## config.mk

```make
export PLATFORM = sky130hd
export DESIGN_NAME = serial_cfg_loader
export DESIGN_NICKNAME = d
export VERILOG_FILES = /design/src/rtl/cfgl_pkg.sv /design/src/rtl/cfgl_sync.sv /design/src/rtl/cfgl_shift.sv /design/src/rtl/cfgl_commit.sv /design/src/rtl/serial_cfg_loader.sv
export SDC_FILE = /design/constraint.sdc
export NUM_CORES = 1
export LEC_CHECK = 0
export ABC_AREA = 1
export BUFFER_PORTS_ARGS = -buffer_cell sky130_fd_sc_hd__buf_2
export CAP_MARGIN = 15
export CELL_PAD_IN_SITES_DETAIL_PLACEMENT = 0
export CELL_PAD_IN_SITES_GLOBAL_PLACEMENT = 2
export CORE_ASPECT_RATIO = 1.2
export CORE_UTILIZATION = 35
export DETAILED_ROUTE_END_ITERATION = 8
export PLACE_DENSITY = 0.81
export SLEW_MARGIN = 20
export SYNTH_ARGS = -nofsm -noshare
export SYNTH_HDL_FRONTEND = slang
export SYNTH_HIERARCHICAL = 1
export SYNTH_SLANG_ARGS = --single-unit
```

## constraint.sdc

```tcl
create_clock -name clk -period 1.8 [get_ports clk]
set_input_delay 0.09 -clock clk [delete_from_list [all_inputs] [get_ports clk]]
set_output_delay 0.09 -clock clk [all_outputs]
set_load 0.005 [all_outputs]
```

## src/rtl/cfgl_pkg.sv

```systemverilog
package cfgl_pkg;
  localparam int CODE_W   = 8;
  localparam int GUARD_W  = 3;
  localparam int FIELD_W  = CODE_W - GUARD_W;
  localparam int CNT_W    = $clog2(CODE_W);

  localparam logic [GUARD_W-1:0] GUARD_OK = 3'b010;
  localparam logic [CODE_W-1:0]  CODE_BAD = 8'b0100_0000;

  typedef struct packed {
    logic [1:0] ratio;
    logic       rjust;
    logic       i2s;
    logic       w16;
  } cfg_t;

  localparam cfg_t CFG_RESET = '{ratio: 2'b10, rjust: 1'b0, i2s: 1'b0, w16: 1'b0};
endpackage

```

## src/rtl/cfgl_sync.sv

```systemverilog
module cfgl_sync #(
  parameter int WIDTH  = 3,
  parameter int STAGES = 2
) (
  input  logic             clk,
  input  logic             rst_n,
  input  logic [WIDTH-1:0] async_i,
  output logic [WIDTH-1:0] sync_o
);
  logic [WIDTH-1:0] chain_q [STAGES];

  generate
    for (genvar s = 0; s < STAGES; s++) begin : g_stage
      if (s == 0) begin : g_first
        always_ff @(posedge clk or negedge rst_n)
          if (!rst_n) chain_q[s] <= '0;
          else        chain_q[s] <= async_i;
      end else begin : g_next
        always_ff @(posedge clk or negedge rst_n)
          if (!rst_n) chain_q[s] <= '0;
          else        chain_q[s] <= chain_q[s-1];
      end
    end
  endgenerate

  assign sync_o = chain_q[STAGES-1];
endmodule

```

## src/rtl/cfgl_shift.sv

```systemverilog
module cfgl_shift
  import cfgl_pkg::*;
(
  input  logic              clk,
  input  logic              rst_n,
  input  logic              frame_s,
  input  logic              bit_s,
  input  logic              sdata_s,
  output logic              done_o,
  output logic [CODE_W-1:0] code_o,
  output logic              line_ok_o
);
  logic             frame_prev_q;
  logic             fall;
  logic [CNT_W-1:0] cnt_q;
  logic [CODE_W-2:0] sr_q;
  logic             ok_q;
  logic             ok_now;
  logic             last_bit;

  always_ff @(posedge clk or negedge rst_n)
    if (!rst_n) frame_prev_q <= 1'b0;
    else        frame_prev_q <= frame_s;

  assign fall     = frame_prev_q & ~frame_s;
  assign last_bit = (cnt_q == CNT_W'(CODE_W-1));
  assign ok_now   = ((cnt_q == '0) ? 1'b1 : ok_q) & sdata_s;

  always_ff @(posedge clk or negedge rst_n) begin
    if (!rst_n) begin
      cnt_q <= '0;
      sr_q  <= '0;
      ok_q  <= 1'b1;
    end else if (fall) begin
      sr_q  <= {sr_q[CODE_W-3:0], bit_s};
      ok_q  <= ok_now;
      cnt_q <= last_bit ? '0 : cnt_q + 1'b1;
    end
  end

  assign done_o    = fall & last_bit;
  assign code_o    = {sr_q, bit_s};
  assign line_ok_o = ok_now;


  cnt_moves_on_fall_chk: assert property (@(posedge clk) disable iff (!rst_n)
    !fall |=> $stable(cnt_q));

  fall_single_chk: assert property (@(posedge clk) disable iff (!rst_n)
    fall |=> !fall);
endmodule

```

## src/rtl/cfgl_commit.sv

```systemverilog
module cfgl_commit
  import cfgl_pkg::*;
(
  input  logic              clk,
  input  logic              rst_n,
  input  logic              done_i,
  input  logic [CODE_W-1:0] code_i,
  input  logic              line_ok_i,
  input  logic              ext_mode_i,
  output cfg_t              cfg_o,
  output logic              upd_o
);
  logic lock_q;
  logic guard_hit;
  logic blacklisted;
  logic accept;
  cfg_t cfg_q;
  logic upd_q;

  assign guard_hit   = (code_i[CODE_W-1 -: GUARD_W] == GUARD_OK);
  assign blacklisted = (code_i == CODE_BAD);
  assign accept      = done_i & guard_hit & ~blacklisted & line_ok_i & ~lock_q & ~ext_mode_i;

  always_ff @(posedge clk or negedge rst_n)
    if (!rst_n) lock_q <= 1'b0;
    else        lock_q <= lock_q | ext_mode_i;

  always_ff @(posedge clk or negedge rst_n) begin
    if (!rst_n) begin
      cfg_q <= CFG_RESET;
      upd_q <= 1'b0;
    end else begin
      upd_q <= accept;
      if (accept) cfg_q <= cfg_t'(code_i[FIELD_W-1:0]);
    end
  end

  assign cfg_o = cfg_q;
  assign upd_o = upd_q;


  lock_sticky_chk: assert property (@(posedge clk) disable iff (!rst_n)
    lock_q |=> lock_q);

  locked_frozen_chk: assert property (@(posedge clk) disable iff (!rst_n)
    lock_q |=> ($stable(cfg_q) && !upd_q));
endmodule

```

## src/rtl/serial_cfg_loader.sv

```systemverilog
module serial_cfg_loader
  import cfgl_pkg::*;
#(
  parameter int SYNC_STAGES = 2
) (
  input  logic       clk,
  input  logic       rst_n,
  input  logic       frame_clk_i,
  input  logic       code_bit_i,
  input  logic       sdata_i,
  input  logic       ext_mode_i,
  output logic [1:0] ratio_sel_o,
  output logic       right_just_o,
  output logic       i2s_en_o,
  output logic       word16_o,
  output logic       cfg_update_o
);
  logic [2:0]        sync_v;
  logic              done;
  logic [CODE_W-1:0] code;
  logic              line_ok;
  cfg_t              cfg;
  logic              upd;

  cfgl_sync #(.WIDTH(3), .STAGES(SYNC_STAGES)) u_sync (
    .clk     (clk),
    .rst_n   (rst_n),
    .async_i ({frame_clk_i, code_bit_i, sdata_i}),
    .sync_o  (sync_v)
  );

  cfgl_shift u_shift (
    .clk       (clk),
    .rst_n     (rst_n),
    .frame_s   (sync_v[2]),
    .bit_s     (sync_v[1]),
    .sdata_s   (sync_v[0]),
    .done_o    (done),
    .code_o    (code),
    .line_ok_o (line_ok)
  );

  cfgl_commit u_commit (
    .clk        (clk),
    .rst_n      (rst_n),
    .done_i     (done),
    .code_i     (code),
    .line_ok_i  (line_ok),
    .ext_mode_i (ext_mode_i),
    .cfg_o      (cfg),
    .upd_o      (upd)
  );

  assign ratio_sel_o  = cfg.ratio;
  assign right_just_o = cfg.rjust;
  assign i2s_en_o     = cfg.i2s;
  assign word16_o     = cfg.w16;
  assign cfg_update_o = upd;


  change_needs_pulse_chk: assert property (@(posedge clk) disable iff (!rst_n)
    !$stable({ratio_sel_o, right_just_o, i2s_en_o, word16_o}) |-> cfg_update_o);

  pulse_one_cycle_chk: assert property (@(posedge clk) disable iff (!rst_n)
    cfg_update_o |=> !cfg_update_o);
endmodule

```

Yosys cells after proc, flatten, opt, wreduce, memory -nomap -nowiden. Cells that the tools add are included. Widths: inputs -> output; s select.

Equal/unequal tests: 3. Add/sub/neg operators: 1. Bitwise logic cells: 13. Reductions and logical operators: 1. Mux-type cells: 2.

Operator list (count): $and 1x1->1 (8); $eq 8x7->1 const B (1); $not 1->1 (4); $add 3x1->3 const B (1); $eq 3x2->1 const B (1); $eq 3x3->1 const B (1); $logic_not 3->1 (1); $mux 3 (1); $mux 1 (1); $or 1x1->1 (1).

Input bits: 6. Word-level logic and storage cells: 32. Output and inout port bits: 6. Flip-flop bits (word level): 25.

Depth between registers and ports, before layout.
Depth in word-level cells: 8. Depth in mapped cells: 11.

Hierarchy. The synthesis kept the hierarchy.

By module, submodules not included: cfgl_shift (times used 1, seq. area each 301.5 um^2, cells each 58, area an instance 536.8 um^2); cfgl_commit (times used 1, seq. area each 176.4 um^2, cells each 45, area an instance 377.9 um^2); cfgl_sync (times used 1, seq. area each 150.1 um^2, cells each 9, area an instance 172.7 um^2).

Worst setup path before layout. Ideal clock, no wire load.

Path kind: register -> register. Start: register u_sync.chain_q (netlist bit u_sync/sync_o[2]). End: register u_commit.cfg_q (netlist bit u_commit/cfg_o[1]). Path buffers: 1. Stages on the path, launching flop included: 12. Slack: 430 ps. Library setup time: 116 ps. Data arrival time: 1254 ps. Period minus slack after synthesis: 1370 ps. Path through: dfrtp_1 > buf_4 > nor2_4 > inv_2 > nor2_1 > nand2_1 > inv_1 > nand2_2 > nor2_8 > nand2_4 > nand2_1 > nand2_1.

Cells in the longest elaborated chain, start to end: 8.

Ends and longest elaborated chain: from (decl) (RTL line cfgl_sync.sv:10) `logic [WIDTH-1:0] chain_q [STAGES];`; from (signal, indexed assignment) (RTL line cfgl_sync.sv:21) `else chain_q[s] <= chain_q[s-1];`; $not 1->1 (RTL line cfgl_shift.sv:25) `assign fall = frame_prev_q & ~frame_s;`; $and 1x1->1 (RTL line cfgl_shift.sv:25); $and 1x1->1 (RTL line cfgl_shift.sv:41) `assign done_o = fall & last_bit;`; net done (RTL line serial_cfg_loader.sv:19) `logic done;`; $and 1x1->1 (5 in series) (RTL line cfgl_commit.sv:22) `assign accept = done_i & guard_hit & ~blacklisted & line_ok_i & ~lock_q & ~ext_mode_i;`; to (signal assigned) (RTL line cfgl_commit.sv:34) `if (accept) cfg_q <= cfg_t'(code_i[FIELD_W-1:0]);`; to (decl) (RTL line cfgl_commit.sv:17) `cfg_t cfg_q;`.

The timed path passes the listed nets, and every way through them passes these cells. A chain may end at the register's enable or synchronous reset.

Worst setup path after layout.
Start: register u_shift.cnt_q[0]. End: register u_commit.cfg_q (netlist bit u_commit/cfg_o[0]).

Elaborated cells between the ends (all ways): 10. Those cells by class: eq/ne (1); mux (1); bitwise (7); reduce/logical (1).

RTL lines: from (decl) (RTL line cfgl_shift.sv:15) `logic [CNT_W-1:0] cnt_q;`; from (signal assigned) (RTL line cfgl_shift.sv:37) `cnt_q <= last_bit ? '0 : cnt_q + 1'b1;`; $logic_not 3->1 (RTL line cfgl_shift.sv:27) `assign ok_now = ((cnt_q == '0) ? 1'b1 : ok_q) & sdata_s;`; $mux 1 (RTL line cfgl_shift.sv:27); $and 1x1->1 (RTL line cfgl_shift.sv:27); net line_ok (RTL line serial_cfg_loader.sv:21) `logic line_ok;`; $and 1x1->1 (3 in series) (RTL line cfgl_commit.sv:22).

The timed path passes the listed nets, and every way through them passes these cells.

==> key figures <==
Outcome
  • Run status: finished clean

Cells and area
  • Final net count: 138
  • # diodes: 0
  • Layout overhead on the synthesized area: 13.0%
  • Fin cells: 162
  • Number of filler cells placed in the layout: 273
  • Fraction of final layout cells with drive strength greater than 1: 24.2%

STA
  • Final number of max-transition violations: 0
  • Crit path setup slack, layout: 0.344 ns
  • Final hold violation count: 0
  • Min cycle time layout: 1.46 ns
  • Post-Route Skew: 0.00817 ns
  • Highest clock rate: 687 MHz
  • Max-slew headroom at the worst pin: 63.7%
  • Setup repair after global routing missed its margin: false
  • Post-route setup TNS: 0 ns
  • Measured slew at the worst slew-check pin: 0.544 ns
  • Post-route fraction of the period consumed by the critical path: 80.9%
  • Setup-failing EPs final: 0

Worst setup path
  • Cell class contributing the biggest share of worst-path delay: simple AND/OR/NAND/NOR gates
  • Max incr delay on CP: 0.41 ns
  • Crit path DAT: 1.68 ns
  • Launching point of the worst reg2reg path: u_shift/cnt_q[0]
  • Maximum fanout along the worst path: 6
  • Required time of the critical path: 2.02 ns
  • Worst Setup Start Kind: register
  • R2R setup slack: 0.34 ns
  • CP dominant cell by count: sky130_fd_sc_hd__nand2_1
  • Worst path bufs/invs: 2
  • Number of cells traversed by the worst register-to-register path: 11
  • Critical-path cell with the highest stage delay: sky130_fd_sc_hd__dfrtp_1
  • Critical path start-end classification: reg2reg
  • Ordered cell list for the critical path: inv_1 > ha_1 > nand2_1 > a21boi_0 > nand2_1 > inv_1 > nand2_2 > nor2_8 > nand2_4 > nand2_1 > nand2_1
  • Capture point of the worst reg-to-reg path: u_commit/cfg_o[0]
  • Crit path capture type: register

Pwr
  • Clock power frac: 21.1%
  • Worst ir drop on vdd: 0.000591 V
  • Combinational share of power: 18.7%
  • Power density over cell area: 931 nW/um^2
  • Switching power: 0.342 mW
  • P_leak: 0.679 nW
  • Net Sw Frac: 29.9%
  • Final Power: 1.14 mW
  • Sequential cell fraction of total power: 60.2%
  • Internal power contribution: 0.802 mW

Floorplanning
  • Die Footprint: 3330 sq um
  • Area of the core: 2860 sq um
  • Row count: 21
  • Die span in y: 63.1 um
  • Die extent in x: 52.9 um
  • Number of top-level pins: 12
  • Initial core utilization: 38.0%

Clocking
  • Clock edge transition at the registers on the reported setup and hold paths: 0.13 ns
  • Clock Tree Buf Depth: 2
  • Total clock buffers created by CTS: 3
  • Clock Root Buffer: sky130_fd_sc_hd__clkbuf_4
  • CTS tree: done
  • Number of H-tree branching levels: 1
  • PostCTS Resize Cnt: 0
  • Clock network latency to the later pin of the worst-skew pair: 0.31 ns
  • Post-CTS setup buffer count: 0
  • Count of clock tree sinks: 25

Routing
  • DRC violations left: 0
  • Mean number of vias per cell: 4.28
  • Residual antenna-violating net count after detailed routing: 0
  • Total vias in the final route: 693
  • First drt pass iteration count: 2
  • Violation count after the first detailed-routing iteration: 23
  • Total wire length: 1710 um
  • Average routed wire per standard cell: 10.5 um

Synth
  • Synthesized instance count: 112
  • Post-synthesis instance area: 1090 sq um
  • Top cells by count, synth: sky130_fd_sc_hd__nand2_1, sky130_fd_sc_hd__dfrtp_1, sky130_fd_sc_hd__inv_1, sky130_fd_sc_hd__nand3_1
  • Synthesized flop and latch total: 25
  • Post-Syn Area per Cell: 9.71 sq um
  • Share of synthesized flip-flops with an asynchronous set or reset: 100%
  • Cell taking the most area after synthesis: sky130_fd_sc_hd__dfrtp_1
  • Most area-consuming cells after synthesis: sky130_fd_sc_hd__dfrtp_1, sky130_fd_sc_hd__nand2_1, sky130_fd_sc_hd__inv_1, sky130_fd_sc_hd__dfstp_2, sky130_fd_sc_hd__ha_1
  • Primary FF master, synth: sky130_fd_sc_hd__dfrtp_1
  • Cell variety after synth: 19
  • Share of the synthesized area in the top cell type: 52.9%
  • Share of the yosys chip area belonging to registers: 57.8%
  • Post-Synthesis Net Count: 121
  • Synth warnings: 6
  • Number of enable-type register cells in the synthesized netlist: 0
  • Leading cell type by number of instances after synthesis: sky130_fd_sc_hd__nand2_1

Global route
  • Initial antenna violation count: 0
  • Total routing usage reported by global routing: 11.8%
  • Remaining global-route overflow: 0
  • Largest net degree at the start of global routing: 26
  • Number of global-route vias before repair: 675
  • First-pass GRT wire length: 2840 um

Hold path
  • Type of the most critical hold path: in2async

Flow run
  • Max-Cap Viols: 0

Placed design
  • Detailed placer's ending HPWL: 1190 um
  • Worst setup slack before clock tree synthesis: 0.335 ns
  • Routability congestion estimate from global placement: 0.714
  • Total instance count after detailed placement: 153
  • IO buf count: 11
power by group through the flow:
stage	Clock (mW)	Combinational, mW	Sequential, mW
after floorplan	0	0.171	0.683
final	0.242	0.214	0.689
after global placement	0	0.201	0.696
after CTS	0.254	0.216	0.691
after global routing	0.275	0.248	0.699
after detailed placement	0	0.206	0.700
routing by layer:
metal	routed length, um	share of wire [%]	GRT usage (%)
met2	821	48	19.5
met5	0	0	0
met4	19	1.1	6.91
met3	47	2.8	2.17
met1	821	48	13.7
registers in the layout (all words and copies together), names as in the netlist:
register / count
u_shift/ok_q: 1
u_commit/upd_o: 1
u_shift/cnt_q: 3
u_shift/sr_q: 7
u_sync/chain_q: 3
u_sync/sync_o: 3
u_commit/lock_q: 1
u_commit/cfg_o: 5
u_shift/frame_prev_q: 1
logic make-up after synthesis:
group | Yosys count | share of synthesized area, %
DFF | 25 | 57.8
buffers and inverters | 23 | 10.0
and+or+nand+nor | 55 | 25.8
AOI/OAI and AO/OA | 6 | 2.99
adders and majority gates | 3 | 3.45
layout by cell type, fill, tap and decap left out:
cell / n
sky130_fd_sc_hd__o21ai_0: 4
sky130_fd_sc_hd__nand3_1: 6
sky130_fd_sc_hd__nand3_2: 2
sky130_fd_sc_hd__inv_2: 3
sky130_fd_sc_hd__nand2_2: 1
sky130_fd_sc_hd__nand2_4: 2
sky130_fd_sc_hd__clkinv_2: 1
sky130_fd_sc_hd__nor2_2: 2
sky130_fd_sc_hd__dfstp_2: 2
sky130_fd_sc_hd__dfrtp_1: 23
sky130_fd_sc_hd__nand2_1: 38
sky130_fd_sc_hd__clkbuf_4: 3
sky130_fd_sc_hd__nor2_8: 1
sky130_fd_sc_hd__dlygate4sd3_1: 5
sky130_fd_sc_hd__inv_1: 15
sky130_fd_sc_hd__o21ai_1: 1
sky130_fd_sc_hd__a21boi_0: 1
sky130_fd_sc_hd__ha_1: 3
sky130_fd_sc_hd__nor2_4: 2
sky130_fd_sc_hd__buf_2: 11
sky130_fd_sc_hd__nor2_1: 1
sky130_fd_sc_hd__buf_4: 1
worst reg2reg max path: cells and delay by family, from the launching register on:
kind / cells / cell delay, ns
AND/OR/NAND/NOR: 7 / 0.53
flip-flops: 1 / 0.41
buffers and inverters: 2 / 0.15
adder cells (fa/ha/maj): 1 / 0.15
AO/OA/AOI/OAI: 1 / 0.15
layout make-up:
type	count	area (sq um)	area share, %
clock buffers	3	22.5	1.83
clock inverters	1	5.00	0.407
inverters	18	67.6	5.50
multi-input cells	64	350	28.5
flip-flops and latches	25	628	51.1
well taps	34	42.5	3.46
repair buffers	17	113	9.16
worst max path at each step:
| stage | endpoint | slack, ns | cells past startpoint | from |
|---|---|---|---|---|
| finish | u_commit/cfg_o[0] | 0.34 | 11 | u_shift/cnt_q[0] |
| global route | u_commit/cfg_o[0] | 0.16 | 11 | u_shift/cnt_q[0] |
| CTS | u_commit/cfg_o[2] | 0.32 | 11 | u_shift/cnt_q[0] |
| global placement | u_commit/cfg_o[2] | 0.37 | 11 | u_shift/cnt_q[0] |
| detailed placement | u_commit/cfg_o[2] | 0.34 | 11 | u_shift/cnt_q[0] |
| floorplan | u_commit/cfg_o[1] | 0.43 | 11 | u_sync/sync_o[2] |
repair_timing:
| item | 4_1_cts | 5_1_grt |
|---|---|---|
| endpoints found under the hold margin | 27 | 0 |
| hold buffers | 5 | 0 |
| setup endpoints to repair | 0 | 0 |
metrics by stage:
stage	util (%)	cell area (sq um)	hold slack (ns)
final	42.9	1230	0.277
after global routing	42.9	1230	0.311
after CTS	42.9	1230	0.288
after detailed placement	40.2	1150	0.114
after global placement	40.2	1150	0.101
after floorplan	-	1090	-0.206
(Power assumes the default switching activity.)
